File: config.mk
export PLATFORM = sky130hd
export DESIGN_NAME = scanline_pack_fifo
export DESIGN_NICKNAME = d
export VERILOG_FILES = /design/src/rtl/scanline_pack_pkg.sv /design/src/rtl/spk_pair_packer.sv /design/src/rtl/spk_word_fifo.sv /design/src/rtl/spk_ovf_flag.sv /design/src/rtl/scanline_pack_fifo.sv
export SDC_FILE = /design/constraint.sdc
export NUM_CORES = 1
export LEC_CHECK = 0
export BUFFER_PORTS_ARGS = -buffer_cell sky130_fd_sc_hd__buf_4
export CAP_MARGIN = 20
export CORE_MARGIN = 5
export CORE_UTILIZATION = 39
export CTS_CLUSTER_SIZE = 14
export DETAILED_ROUTE_END_ITERATION = 16
export PLACE_DENSITY = 0.56
export SLEW_MARGIN = 20
export SYNTH_ARGS = -nofsm -noshare
export SYNTH_HDL_FRONTEND = slang
export SYNTH_HIERARCHICAL = 1
export SYNTH_SLANG_ARGS = --single-unit
File: constraint.sdc
create_clock -name clk_i -period 2.64 [get_ports clk_i]
set_input_delay 0.132 -clock clk_i [delete_from_list [all_inputs] [get_ports clk_i]]
set_output_delay 0.132 -clock clk_i [all_outputs]
set_load 0.05 [all_outputs]
File: src/rtl/scanline_pack_pkg.sv
package scanline_pack_pkg;

    // Pairing state of the pixel packer
    typedef enum logic {
        PAIR_EMPTY = 1'b0,
        PAIR_HELD  = 1'b1
    } pair_state_e;

    // Next index of a circular buffer of the given depth
    function automatic int unsigned ring_next(input int unsigned idx, input int unsigned depth);
        return (idx == depth - 1) ? 0 : idx + 1;
    endfunction

endpackage

File: src/rtl/spk_pair_packer.sv
module spk_pair_packer
    import scanline_pack_pkg::*;
#(
    parameter int unsigned PIX_W = 16,
    localparam int unsigned WORD_W = 2 * PIX_W
) (
    input  logic              clk_i,
    input  logic              rst_ni,
    input  logic              flush_i,
    input  logic              pix_valid_i,
    input  logic [PIX_W-1:0]  pix_data_i,
    output logic              word_valid_o,
    output logic [WORD_W-1:0] word_data_o
);

    typedef struct packed {
        pair_state_e      st;
        logic [PIX_W-1:0] low;
    } pack_state_t;

    pack_state_t s_d, s_q;

    always_comb begin
        s_d          = s_q;
        word_valid_o = 1'b0;
        word_data_o  = {pix_data_i, s_q.low};
        if (flush_i) begin
            // a pixel arriving with the flush starts the new line
            s_d.st = pix_valid_i ? PAIR_HELD : PAIR_EMPTY;
            if (pix_valid_i) begin
                s_d.low = pix_data_i;
            end
        end else if (pix_valid_i) begin
            if (s_q.st == PAIR_EMPTY) begin
                s_d.st  = PAIR_HELD;
                s_d.low = pix_data_i;
            end else begin
                s_d.st       = PAIR_EMPTY;
                word_valid_o = 1'b1;
            end
        end
    end

    always_ff @(posedge clk_i or negedge rst_ni) begin
        if (!rst_ni) begin
            s_q <= '{st: PAIR_EMPTY, low: '0};
        end else begin
            s_q <= s_d;
        end
    end

    AST_NO_BACK_TO_BACK_WORD: assert property (@(posedge clk_i) disable iff (!rst_ni)
        word_valid_o |=> !word_valid_o) else $error("pair packer emitted two words in a row");

endmodule

File: src/rtl/spk_word_fifo.sv
module spk_word_fifo
    import scanline_pack_pkg::*;
#(
    parameter int unsigned WORD_W = 32,
    parameter int unsigned DEPTH  = 32,
    localparam int unsigned PTR_W = (DEPTH > 1) ? $clog2(DEPTH) : 1,
    localparam int unsigned CNT_W = $clog2(DEPTH + 1)
) (
    input  logic              clk_i,
    input  logic              rst_ni,
    input  logic              flush_i,
    input  logic              wr_valid_i,
    input  logic [WORD_W-1:0] wr_data_i,
    input  logic              rd_ready_i,
    output logic              rd_valid_o,
    output logic [WORD_W-1:0] rd_data_o,
    output logic [CNT_W-1:0]  count_o,
    output logic              ovf_evt_o
);

    typedef struct packed {
        logic [PTR_W-1:0] wp;
        logic [PTR_W-1:0] rp;
        logic [CNT_W-1:0] cnt;
    } fifo_state_t;

    fifo_state_t s_d, s_q;
    logic [WORD_W-1:0] mem_q [DEPTH];

    logic full, rd_fire, wr_en;

    always_comb begin
        s_d       = s_q;
        full      = (s_q.cnt == CNT_W'(DEPTH));
        rd_fire   = (s_q.cnt != '0) && rd_ready_i;
        wr_en     = wr_valid_i && (!full || rd_fire) && !flush_i;
        ovf_evt_o = wr_valid_i && full && !rd_fire && !flush_i;
        if (flush_i) begin
            s_d = '0;
        end else begin
            if (rd_fire) begin
                s_d.rp = PTR_W'(ring_next(int'(s_q.rp), DEPTH));
            end
            if (wr_en) begin
                s_d.wp = PTR_W'(ring_next(int'(s_q.wp), DEPTH));
            end
            s_d.cnt = s_q.cnt + CNT_W'(wr_en) - CNT_W'(rd_fire);
        end
    end

    always_ff @(posedge clk_i or negedge rst_ni) begin
        if (!rst_ni) begin
            s_q <= '0;
        end else begin
            s_q <= s_d;
        end
    end

    always_ff @(posedge clk_i) begin
        if (wr_en) begin
            mem_q[s_q.wp] <= wr_data_i;
        end
    end

    assign rd_valid_o = (s_q.cnt != '0);
    assign rd_data_o  = mem_q[s_q.rp];
    assign count_o    = s_q.cnt;

    AST_COUNT_BOUND: assert property (@(posedge clk_i) disable iff (!rst_ni)
        count_o <= CNT_W'(DEPTH)) else $error("fill count above depth");
    AST_FULL_DROP_HOLDS: assert property (@(posedge clk_i) disable iff (!rst_ni)
        (count_o == CNT_W'(DEPTH) && !rd_ready_i && !flush_i) |=> count_o == CNT_W'(DEPTH)) else $error("full buffer changed without read");
    AST_FULL_SWAP: assert property (@(posedge clk_i) disable iff (!rst_ni)
        (count_o == CNT_W'(DEPTH) && rd_ready_i && wr_valid_i && !flush_i) |=> count_o == CNT_W'(DEPTH)) else $error("swap at full lost a word");
    AST_FLUSH_EMPTIES: assert property (@(posedge clk_i) disable iff (!rst_ni)
        flush_i |=> (count_o == '0 && !rd_valid_o)) else $error("flush left words behind");

endmodule

File: src/rtl/spk_ovf_flag.sv
module spk_ovf_flag (
    input  logic clk_i,
    input  logic rst_ni,
    input  logic set_i,
    input  logic clr_i,
    output logic flag_o
);

    typedef struct packed {
        logic flag;
    } flag_state_t;

    flag_state_t s_d, s_q;

    always_comb begin
        s_d = s_q;
        if (set_i) begin
            s_d.flag = 1'b1;
        end else if (clr_i) begin
            s_d.flag = 1'b0;
        end
    end

    always_ff @(posedge clk_i or negedge rst_ni) begin
        if (!rst_ni) begin
            s_q <= '0;
        end else begin
            s_q <= s_d;
        end
    end

    assign flag_o = s_q.flag;

    AST_OVF_RAISE: assert property (@(posedge clk_i) disable iff (!rst_ni)
        set_i |=> flag_o) else $error("overflow not flagged");
    AST_OVF_STICKY: assert property (@(posedge clk_i) disable iff (!rst_ni)
        (flag_o && !clr_i) |=> flag_o) else $error("overflow flag dropped without clear");

endmodule

File: src/rtl/scanline_pack_fifo.sv
module scanline_pack_fifo #(
    parameter int unsigned PIX_W = 16,
    parameter int unsigned DEPTH = 32,
    localparam int unsigned WORD_W = 2 * PIX_W,
    localparam int unsigned CNT_W = $clog2(DEPTH + 1)
) (
    input  logic              clk_i,
    input  logic              rst_ni,
    input  logic              line_start_i,
    input  logic              pix_valid_i,
    input  logic [PIX_W-1:0]  pix_data_i,
    output logic              rd_valid_o,
    output logic [WORD_W-1:0] rd_data_o,
    input  logic              rd_ready_i,
    output logic [CNT_W-1:0]  fill_words_o,
    output logic              ovf_irq_o,
    input  logic              ovf_clr_i
);

    logic              word_valid;
    logic [WORD_W-1:0] word_data;
    logic              ovf_evt;

    spk_pair_packer #(.PIX_W(PIX_W)) packer_i (
        .clk_i        (clk_i),
        .rst_ni       (rst_ni),
        .flush_i      (line_start_i),
        .pix_valid_i  (pix_valid_i),
        .pix_data_i   (pix_data_i),
        .word_valid_o (word_valid),
        .word_data_o  (word_data)
    );

    spk_word_fifo #(.WORD_W(WORD_W), .DEPTH(DEPTH)) fifo_i (
        .clk_i      (clk_i),
        .rst_ni     (rst_ni),
        .flush_i    (line_start_i),
        .wr_valid_i (word_valid),
        .wr_data_i  (word_data),
        .rd_ready_i (rd_ready_i),
        .rd_valid_o (rd_valid_o),
        .rd_data_o  (rd_data_o),
        .count_o    (fill_words_o),
        .ovf_evt_o  (ovf_evt)
    );

    spk_ovf_flag ovf_i (
        .clk_i  (clk_i),
        .rst_ni (rst_ni),
        .set_i  (ovf_evt),
        .clr_i  (ovf_clr_i),
        .flag_o (ovf_irq_o)
    );

    AST_FLUSH_NO_IRQ: assert property (@(posedge clk_i) disable iff (!rst_ni)
        (line_start_i && !ovf_irq_o) |=> !ovf_irq_o) else $error("flush raised overflow");
    AST_VALID_TRACKS_FILL: assert property (@(posedge clk_i) disable iff (!rst_ni)
        rd_valid_o == (fill_words_o != '0)) else $error("valid disagrees with fill");

endmodule

==> out/qor.csv <==
stage,metric,value,unit
synth,fraction of registers with async set or reset after synthesis,3.21,%
drt,via density per instance,5.59,
drt,Routed wire per std cell,28.7,um
cts,maximum level of the CTS H-tree,3,
floorplan,die span in y,336,um
global_route,maximum number of pins on one net before global-route repair,40,
cts,clock buffer depth,3,
floorplan,count of standard-cell rows,119,
sta,share of the clock period used by the worst path,122,%
min_path,min-delay worst type,in2reg,
drt,residual antenna-violating net count after detailed routing,0,
power_and_ir_drop,Worst IR Drop VDD,543,uV
sta,max_slew headroom,31.3,%
sta,Tmin final,3220,ps
setup_path,data required time at the worst endpoint,2510,ps
floorplan,starting utilization of the core area,39.3,%
floorplan,IO Pins,62,
setup_path,category of the worst setup path launch point,flip-flop,
setup_path,capturing element type of the critical path,output pin,
cts,clk sink count,1058,
synth,top post-synthesis cells by area,"sky130_fd_sc_hd__edfxtp_1 74%, sky130_fd_sc_hd__mux4_2 7.0%, sky130_fd_sc_hd__mux2_2 4.6%",
setup_path,critical path class,reg2out,
layout,number of nets in the layout,2428,
placement,detailed placer's ending HPWL,62300,um
synth,Post-synth EDFFs,1024,
placement,final weighted congestion of routability-driven global placement,0.771,
sta,f_max,310,MHz
drt,final wirelength,111000,um
synth,post-synthesis cell count,2130,
synth,fraction of synthesized cell area taken by the top area cell type,74.3,%
synth,most frequent cell after synthesis,sky130_fd_sc_hd__edfxtp_1,
drt,via count,21600,
cts,master cell of the clock root buffer,sky130_fd_sc_hd__clkbuf_16,
layout,synthesis-to-finish area growth,21.8,%
synth,cell accounting for the most synthesized area,sky130_fd_sc_hd__edfxtp_1,
placement,count of port buffers added during placement,61,
floorplan,Die Span X,336,um
sta,worst path setup slack after routing,-582,ps
power_and_ir_drop,leakage power total,0.0161,uW
sta,total count of hold-check failures in the final report,0,
placement,Cells after DPL,3606,
layout,fraction of final layout cells with drive strength greater than 1,34.9,%
synth,sequential-to-total area share from yosys stat,76.3,%
job,Max-Cap Viols,0,
synth,commonest register cell after synthesis,sky130_fd_sc_hd__edfxtp_1,
drt,first-pass detailed-route iteration total,5,
global_route,wire length of the first global-routing pass,158000,um
drt,number of remaining DRC errors,0,
global_route,total congestion overflow,0,
synth,yosys synthesis warning count,6,
layout,layout filler cell count,8716,
cts,CTS Buf Count,106,
cts,TritonCTS clock tree,yes,
global_route,number of global-route vias before repair,22500,
global_route,antenna violations before repair,0,
status,run status,finished with violations,
sta,RSZ-0062 raised after global routing,true,
sta,"Setup violations, final",32,
status,violations in the final reports,negative setup slack,
synth,number of register bits inferred by synthesis,1058,
sta,final-report max-slew violation count,0,
sta,transition time at the pin with the least slew margin,1030,ps
synth,mean instance size in the synthesized netlist,19.4,um^2
cts,clock-pin slew on the worst setup and hold paths,60,ps
synth,leading cell types by count after synthesis,"1024 x sky130_fd_sc_hd__edfxtp_1, 169 x sky130_fd_sc_hd__mux2_2, 128 x sky130_fd_sc_hd__mux4_2",
setup_path,arrival time of data at the critical path endpoint,3090,ps
power_and_ir_drop,Power Total,40000,uW
synth,distinct cell type count of the synthesized netlist,49,
power_and_ir_drop,Pwr per Cell Area,794,nW/um^2
floorplan,Die Outline Area,113000,um^2
drt,DRC violation total after the first TritonRoute iteration,2007,
setup_path,critical path peak fanout,14,
layout,final design instance area without fill,50400,um^2
synth,area of the mapped netlist,41400,um^2
global_route,overall routing resource usage,19.4,%
sta,setup skew after layout,36.9,ps
placement,placed inst area,45400,um^2
layout,non-filler cells in the finished layout,3874,
floorplan,core region area,105000,um^2
cts,clk_lat worst skew,690,ps
synth,synthesized netlist net count,2169,
-- state kept, by name (all words and copies together) (netlist names) --
register	flops
fifo_i/mem_q	1024
packer_i/word_data_o	16
fifo_i/s_q	10
fifo_i/count_o	6
ovf_i/flag_o	1
packer_i/s_q	1
-- per-stage QoR --
step	hold WS, ps	util, %	TNS, ps	setup WS, ps
finish	377	47.8	-16700	-582
global route	383	47.8	-19340	-660
CTS	342	47.5	-18210	-625
detailed placement	153	43.1	-239	-48.9
global placement	144	43.1	-48.4	-29.8
floorplan	-164	-	-286370	-283
-- path summary, 6_finish.rpt --
kind / start / endpoint / slack, ps / depth (start not counted)
max: fifo_i/s_q[7] / rd_data_o[16] / -580 / 7
min: rd_ready_i / fifo_i/s_q[7] / 380 / 4
max reg2reg: fifo_i/s_q[7] / fifo_i/s_q[10] / 80 / 10
min reg2reg: packer_i/word_data_o[4] / packer_i/word_data_o[4] / 610 / 1
max in group asynchronous: rst_ni / fifo_i/s_q[8] / 1880 / 4
min in group asynchronous: rst_ni / packer_i/word_data_o[13] / 500 / 4
-- critical path: stages, from the launching register on --
cell,delay (ps)
sky130_fd_sc_hd__dfrtp_4,420
sky130_fd_sc_hd__buf_12,170
sky130_fd_sc_hd__buf_16,180
sky130_fd_sc_hd__buf_12,120
sky130_fd_sc_hd__mux4_2,470
sky130_fd_sc_hd__a22o_1,260
sky130_fd_sc_hd__or4_4,580
sky130_fd_sc_hd__buf_6,180
-- kinds of logic (layout without fill, tap and decap cells) --
kind of cell	after synthesis	after routing	synth area share [%]
DFF	1058	1058	76.3
muxes	337	337	12.7
AOI/OAI and AO/OA	280	280	4.59
and+or+nand+nor	262	262	3.59
buffers and inverters	173	525	2.17
adders and majority gates	17	17	0.532
xor gates and xnor gates	3	3	0.0635
other	0	1	0
-- where the power goes --
part	total, uW	leakage (uW)	switching (uW)	internal, uW
Sequential	19200	0.00962	414	18800
Combinational	5190	0.00469	2800	2380
Clock	15600	0.00177	6480	9130
-- layout by cell type (no fill, tap or decap), types with 13 or more instances in the layout --
cell type	n
sky130_fd_sc_hd__buf_4	149
sky130_fd_sc_hd__o21ai_0	52
sky130_fd_sc_hd__nor3_1	62
sky130_fd_sc_hd__nor2b_1	67
sky130_fd_sc_hd__a211oi_1	63
sky130_fd_sc_hd__nor2_4	34
sky130_fd_sc_hd__bufinv_16	16
sky130_fd_sc_hd__or4_4	27
sky130_fd_sc_hd__dlygate4sd3_1	25
sky130_fd_sc_hd__edfxtp_1	1024
sky130_fd_sc_hd__o22ai_1	53
sky130_fd_sc_hd__mux2_1	29
sky130_fd_sc_hd__clkinv_1	21
sky130_fd_sc_hd__ha_1	13
sky130_fd_sc_hd__mux2_2	169
sky130_fd_sc_hd__dfrtp_1	29
sky130_fd_sc_hd__clkbuf_1	18
sky130_fd_sc_hd__mux4_2	128
sky130_fd_sc_hd__buf_6	29
sky130_fd_sc_hd__clkbuf_16	113
sky130_fd_sc_hd__o21ai_1	15
sky130_fd_sc_hd__clkinv_2	21
sky130_fd_sc_hd__nand2_1	14
sky130_fd_sc_hd__buf_12	77
sky130_fd_sc_hd__a22o_1	64
-- repair_timing --
action / CTS / global route
buffers inserted: 18 / 7
gates cloned: 8 / 7
hold endpoints to repair: 573 / 0
pin swaps: 4 / 10
endpoints found under the setup margin: 33 / 33
gates resized for setup: 97 / 46
hold buffers: 26 / 0
-- routing by layer --
layer,GRT usage (%),wire [um],vias to the layer above
met1,26.1,46200,11600
met4,5.09,2550,0
met2,33.2,56200,665
met5,0,0,-
li1,-,-,9209
met3,3.06,6070,144
-- area by class of cell --
cell class	instances	area [um^2]	share of cell area (%)
diodes	1	2.50	0.00496
clock buffers	128	2790	5.52
clock inverters	73	847	1.68
inverters	15	56.3	0.112
multi-input cells	899	9460	18.8
flip-flops and latches	1058	31600	62.7
well taps	1391	1740	3.45
repair buffers	309	3940	7.80
Note: power is estimated with default switching activity, not from simulation.
